<file path="config.mk">
export PLATFORM = sky130hd
export DESIGN_NAME = ezd_top
export DESIGN_NICKNAME = d
export VERILOG_FILES = /design/src/rtl/ezd_pkg.sv /design/src/rtl/ezd_zero_count.sv /design/src/rtl/ezd_fill.sv /design/src/rtl/ezd_top.sv
export SDC_FILE = /design/constraint.sdc
export NUM_CORES = 1
export LEC_CHECK = 0
export ABC_CLOCK_PERIOD_IN_PS = 6200
export BUFFER_PORTS_ARGS = -buffer_cell sky130_fd_sc_hd__buf_4
export CORE_MARGIN = 3
export CORE_UTILIZATION = 42
export CTS_BUF_LIST = sky130_fd_sc_hd__clkbuf_4 sky130_fd_sc_hd__clkbuf_8
export CTS_CLUSTER_SIZE = 40
export DETAILED_ROUTE_END_ITERATION = 16
export PLACE_DENSITY = 0.66
export SLEW_MARGIN = 20
export SYNTH_ARGS = -nofsm -noshare
export SYNTH_HDL_FRONTEND = slang
export SYNTH_HIERARCHICAL = 1
export SYNTH_SLANG_ARGS = --single-unit
export TNS_END_PERCENT = 1
</file>
<file path="constraint.sdc">
create_clock -name clk -period 6.2 [get_ports clk]
set_clock_uncertainty 0.1 [all_clocks]
set_input_delay 0.93 -clock clk [delete_from_list [all_inputs] [get_ports clk]]
set_output_delay 0.93 -clock clk [all_outputs]
set_load 0.02 [all_outputs]
</file>
<file path="src/rtl/ezd_pkg.sv">
package ezd_pkg;
  localparam logic REGION_DATA = 1'b0;
  localparam logic REGION_ECC  = 1'b1;

  // number of bits that read as 0 in one byte
  function automatic logic [3:0] zero_bits(input logic [7:0] b);
    return 4'($countones(~b));
  endfunction
endpackage

</file>
<file path="src/rtl/ezd_zero_count.sv">
module ezd_zero_count #(
  parameter int LIMIT = 8,
  parameter int CW    = 4
) (
  input  logic          clk,
  input  logic          rst,
  input  logic          restart,
  input  logic          hit,
  input  logic [7:0]    byte_in,
  output logic [CW-1:0] cnt_nxt
);
  import ezd_pkg::*;
  localparam int SAT = LIMIT + 1;
  localparam int AW  = CW + 4;

  logic [CW-1:0] cnt_q;
  logic [AW-1:0] base;
  logic [AW-1:0] sum;

  always_comb begin
    base = restart ? '0 : AW'(cnt_q);
    sum  = base + (hit ? AW'(zero_bits(byte_in)) : '0);
    cnt_nxt = (sum > AW'(SAT)) ? CW'(SAT) : sum[CW-1:0];
  end

  always_ff @(posedge clk) begin
    if (rst) cnt_q <= '0;
    else     cnt_q <= cnt_nxt;
  end
endmodule

</file>
<file path="src/rtl/ezd_fill.sv">
module ezd_fill #(
  parameter int DATA_BYTES = 512
) (
  input  logic clk,
  input  logic rst,
  input  logic start,
  output logic filling
);
  localparam int FW = (DATA_BYTES > 1) ? $clog2(DATA_BYTES) : 1;
  localparam logic [FW-1:0] LAST = FW'(DATA_BYTES - 1);

  logic [FW-1:0] idx;

  always_ff @(posedge clk) begin
    if (rst) begin
      filling <= 1'b0;
      idx     <= '0;
    end else if (start) begin
      filling <= 1'b1;
      idx     <= '0;
    end else if (filling) begin
      if (idx == LAST) filling <= 1'b0;
      idx <= idx + 1'b1;
    end
  end
endmodule

</file>
<file path="src/rtl/ezd_top.sv">
module ezd_top #(
  parameter int DATA_BYTES = 512,
  parameter int LIMIT      = 8,
  parameter int ERR_W      = 4
) (
  input  logic             clk,
  input  logic             rst,
  input  logic [ERR_W-1:0] err_count,
  input  logic             in_valid,
  input  logic             in_first,
  input  logic             in_last,
  input  logic             in_is_ecc,
  input  logic [7:0]       in_byte,
  output logic             accept,
  output logic             out_valid,
  output logic [7:0]       out_byte,
  output logic             out_fill,
  output logic             sector_done,
  output logic             res_erased,
  output logic             res_fail
);
  localparam int SAT = LIMIT + 1;
  localparam int CW  = $clog2(SAT + 1);

  logic          filling;
  logic          acc;
  logic          en_q;
  logic          en_now;
  logic          en_eff;
  logic          closing;
  logic          blank;
  logic [CW:0]   total;
  logic [CW-1:0] cnt_nxt [2];

  assign accept  = ~filling;
  assign acc     = in_valid & ~filling;
  assign en_now  = {1'b0, err_count} > (ERR_W + 1)'(LIMIT);
  assign en_eff  = in_first ? en_now : en_q;
  assign closing = acc & in_last;

  // one saturating zero counter per region
  for (genvar r = 0; r < 2; r++) begin : g_region
    ezd_zero_count #(.LIMIT(LIMIT), .CW(CW)) u_cnt (
      .clk     (clk),
      .rst     (rst),
      .restart (acc & in_first),
      .hit     (acc & (in_is_ecc == 1'(r))),
      .byte_in (in_byte),
      .cnt_nxt (cnt_nxt[r])
    );
  end

  assign total = {1'b0, cnt_nxt[0]} + {1'b0, cnt_nxt[1]};
  assign blank = total <= (CW + 1)'(LIMIT);

  ezd_fill #(.DATA_BYTES(DATA_BYTES)) u_fill (
    .clk     (clk),
    .rst     (rst),
    .start   (closing & en_eff & blank),
    .filling (filling)
  );

  always_ff @(posedge clk) begin
    if (rst) begin
      en_q        <= 1'b0;
      sector_done <= 1'b0;
      res_erased  <= 1'b0;
      res_fail    <= 1'b0;
      out_valid   <= 1'b0;
      out_byte    <= '0;
      out_fill    <= 1'b0;
    end else begin
      if (acc & in_first) en_q <= en_now;
      sector_done <= closing;
      res_erased  <= closing & en_eff & blank;
      res_fail    <= closing & en_eff & ~blank;
      out_valid   <= filling | (acc & (in_is_ecc == ezd_pkg::REGION_DATA));
      out_byte    <= filling ? 8'hFF : in_byte;
      out_fill    <= filling;
    end
  end
endmodule

</file>
==> impl_metrics.json <==
{
  "yosysSeqAreaShare_pct": 30.5,
  "wirelength_um": 4490,
  "synth_area_leaders": "dfxtp_1 31%, ha_1 12%, fa_1 10%, nor2_1 5.7%, nor2b_1 4.5%",
  "cts_buffers": 5,
  "port_buffers": 31,
  "pre_cts_ws_ns": -0.227,
  "fp-row-count": 25,
  "grt.total_usage_pct": 15.8,
  "synthSimpleGateAreaFrac_pct": 24.4,
  "drv_cap": 0,
  "r2r_start": "u_fill/filling$_SDFF_PP0_",
  "overflow": 0,
  "clockRootBuffer": "clkbuf_8",
  "dr.first_iter.drc_count": 60,
  "path_clk_slew_ns": 0.07,
  "hp-start": "u_fill/idx[6]$_SDFFE_PP0P_",
  "r2r_cells": 18,
  "dr_wl_met3_um": 194,
  "finalInstanceArea_um2": 2850,
  "finalCritPeriodShare_pct": 98.5,
  "netlist.top_cell.by_area": "dfxtp_1",
  "die_x_um": 76.7,
  "synth_warnings": 6,
  "finalHoldViolCount": 0,
  "regToRegEndpoint": "u_fill/idx[1]$_SDFFE_PP0P_",
  "whs_path_depth": 2,
  "hpwl_um": 3170,
  "status": "finished, final reports clean",
  "routed-wl-met2_um": 2180,
  "postSynthNetCount": 276,
  "wl_per_cell_um": 12.7,
  "place_area_um2": 2560,
  "area_growth_pct": 35.9,
  "fin_ws_ns": 0.0909,
  "synth_fa_ha_area_share_pct": 22.4,
  "syn_area_um2": 2100,
  "switching_share_pct": 31.9,
  "synthTopCellsByCount": "32 x dfxtp_1, 32 x nor2_1, 20 x ha_1, 17 x inv_1, 15 x nor2b_1",
  "io_pins": 32,
  "grt_pass1_vias": 1708,
  "max-clock-path-buffers": 2,
  "syn_inst": 227,
  "synth_top_cell_area_share_pct": 30.5,
  "die_h_um": 76.7,
  "num_antenna_cells": 0,
  "synth_seq_cells": 32,
  "synth_ff_type": "dfxtp_1",
  "muxShareOfSynthArea_pct": 2.38,
  "grt_max_degree": 24,
  "drive_above_1_share_pct": 34.5,
  "tns_ns": 0,
  "power.density_nw_per_um2": 253,
  "worstMarginPinSlew_ns": 0.401,
  "final_nets": 335,
  "r2r_slack_ns": 1.84,
  "setup_viol": 0,
  "grt_pass1_wl_um": 7470,
  "ir_worst_vdd_uv": 111,
  "end_kind": "flip-flop",
  "min_to": "u_fill/idx[6]$_SDFFE_PP0P_",
  "clock-sinks": 32,
  "via_per_inst": 5.02,
  "p_int_uw": 492,
  "crit_fanout": 5,
  "ys_types": 46,
  "clkPwrFrac_pct": 27.8,
  "fmax_ghz": 0.164,
  "fin_util_pct": 59.6,
  "drcViolationCount": 0,
  "crit_arrival_ns": 6.19,
  "power_frac_comb_pct": 41.6,
  "htree_levels": 2,
  "synth_top_family_by_area": "simple AND/OR/NAND/NOR gates",
  "place.gp.congestion": 0.786,
  "wl_met1_um": 2060,
  "top_layer": "met4",
  "firstDrtPassIters": 4,
  "leakagePower_nw": 1.36,
  "clk_latency_ns": 0.29,
  "crit_type": "input pin to flip-flop",
  "synth_xor_area_share_pct": 2.92,
  "hp-class": "flip-flop to flip-flop",
  "cp.required_ns": 6.28,
  "min_period_ns": 6.11,
  "cts_tree": "yes",
  "seqPwrFrac_pct": 30.6,
  "synth-edff-count": 0,
  "power.net_switching_uw": 230,
  "initial_core_util_pct": 43.9,
  "fillers": 441,
  "design.core.area_um2": 4790,
  "postSynthAreaPerCell_um2": 9.25,
  "synth_compound_area_share_pct": 12.8,
  "drv_slew": 0,
  "synthArstFlopShare_pct": 0,
  "start_kind": "input pin",
  "ant_nets": 0,
  "vias": 1776,
  "dieArea_um2": 5880,
  "startpoint": "in_byte[0]",
  "relSlewSlack_pct": 73.0,
  "rsz0062_at_grt": "yes",
  "grt_antenna_before_repair": 0
}
==> placed cells by master (no fill, tap or decap), drive strengths merged, types with 6 or more instances in the layout <==
| master | instances |
|---|---|
| a21oi | 11 |
| and2 | 8 |
| buf | 56 |
| dfxtp | 32 |
| fa | 11 |
| ha | 20 |
| inv | 17 |
| nand2 | 9 |
| nand3 | 6 |
| nor2 | 32 |
| nor2b | 17 |
==> per-layer routing <==
layer	up-vias	GRT usage, %
li1	895	-
met1	846	19.9
met2	31	25.7
met3	4	5.16
met4	0	4.35
met5	-	0
==> registers in the layout, indices dropped and copies added, names as in the netlist <==
| name | flops |
|---|---|
| sector_done | 1 |
| en_q | 1 |
| u_fill/filling | 1 |
| out_valid | 1 |
| res_erased | 1 |
| res_fail | 1 |
| out_byte | 8 |
| u_fill/idx | 9 |
| g_region.u_cnt/cnt_q | 8 |
| out_fill | 1 |
==> metrics by stage <==
step	std cells	hold slack, ns	power (mW)
6_report	354	0.393	0.722
5_1_grt	354	0.414	0.773
4_1_cts	349	0.401	0.665
3_5_place_dp	341	0.389	0.461
3_3_place_gp	341	0.370	0.457
2_1_floorplan	227	0.355	0.386
==> cells by family after synthesis <==
logic type,after synthesis
AND/OR/NAND/NOR,93
AO/OA/AOI/OAI,37
flip-flops,32
adder cells (fa/ha/maj),31
buffers and inverters,22
XOR/XNOR,7
multiplexers,5
==> power groups by stage <==
stage	clock network, mW	logic [mW]	registers (mW)
floorplan	0	0.155	0.231
global placement	0	0.231	0.226
detailed placement	0	0.236	0.226
CTS	0.205	0.239	0.221
global route	0.219	0.332	0.222
finish	0.201	0.300	0.221
==> worst max-delay path by stage <==
stage	endpoint	slack, ns
2_1_floorplan	u_fill/idx[5]$_SDFFE_PP0P_	0.03
3_3_place_gp	u_fill/idx[4]$_SDFFE_PP0P_	-0.21
3_5_place_dp	u_fill/idx[1]$_SDFFE_PP0P_	-0.23
4_1_cts	u_fill/idx[0]$_SDFFE_PP0P_	0.003
5_1_grt	u_fill/idx[3]$_SDFFE_PP0P_	-0.06
6_report	u_fill/idx[1]$_SDFFE_PP0P_	0.09
==> critical path: stages <==
cell	delay [ns]
buf_4	0.13
fa_1	0.53
inv_1	0.05
fa_1	0.52
fa_1	0.43
ha_2	0.20
fa_1	0.47
and2_4	0.15
fa_2	0.46
o22a_1	0.19
o221a_4	0.23
o311ai_4	0.09
nand2_2	0.11
ha_4	0.18
fa_2	0.41
xnor2_2	0.19
a221oi_2	0.08
o22a_1	0.21
nor4_4	0.35
or2_4	0.21
nor2_1	0.05
==> what timing repair did <==
item	CTS	global route
gates resized for setup	0	27
setup buffers	0	4
hold buffers	0	0
setup endpoints to repair	0	10
==> area by class of cell <==
cell class / count / area, µm² / share of cell area (%)
flip-flops and latches: 32 / 641 / 22.5
well taps: 67 / 83.8 / 2.94
multi-input cells: 174 / 1530 / 53.6
inverters: 17 / 63.8 / 2.24
clock buffers: 5 / 68.8 / 2.41
clock inverters: 3 / 42.5 / 1.49
repair buffers: 56 / 424 / 14.9
Power figures use the tool's default switching activity.
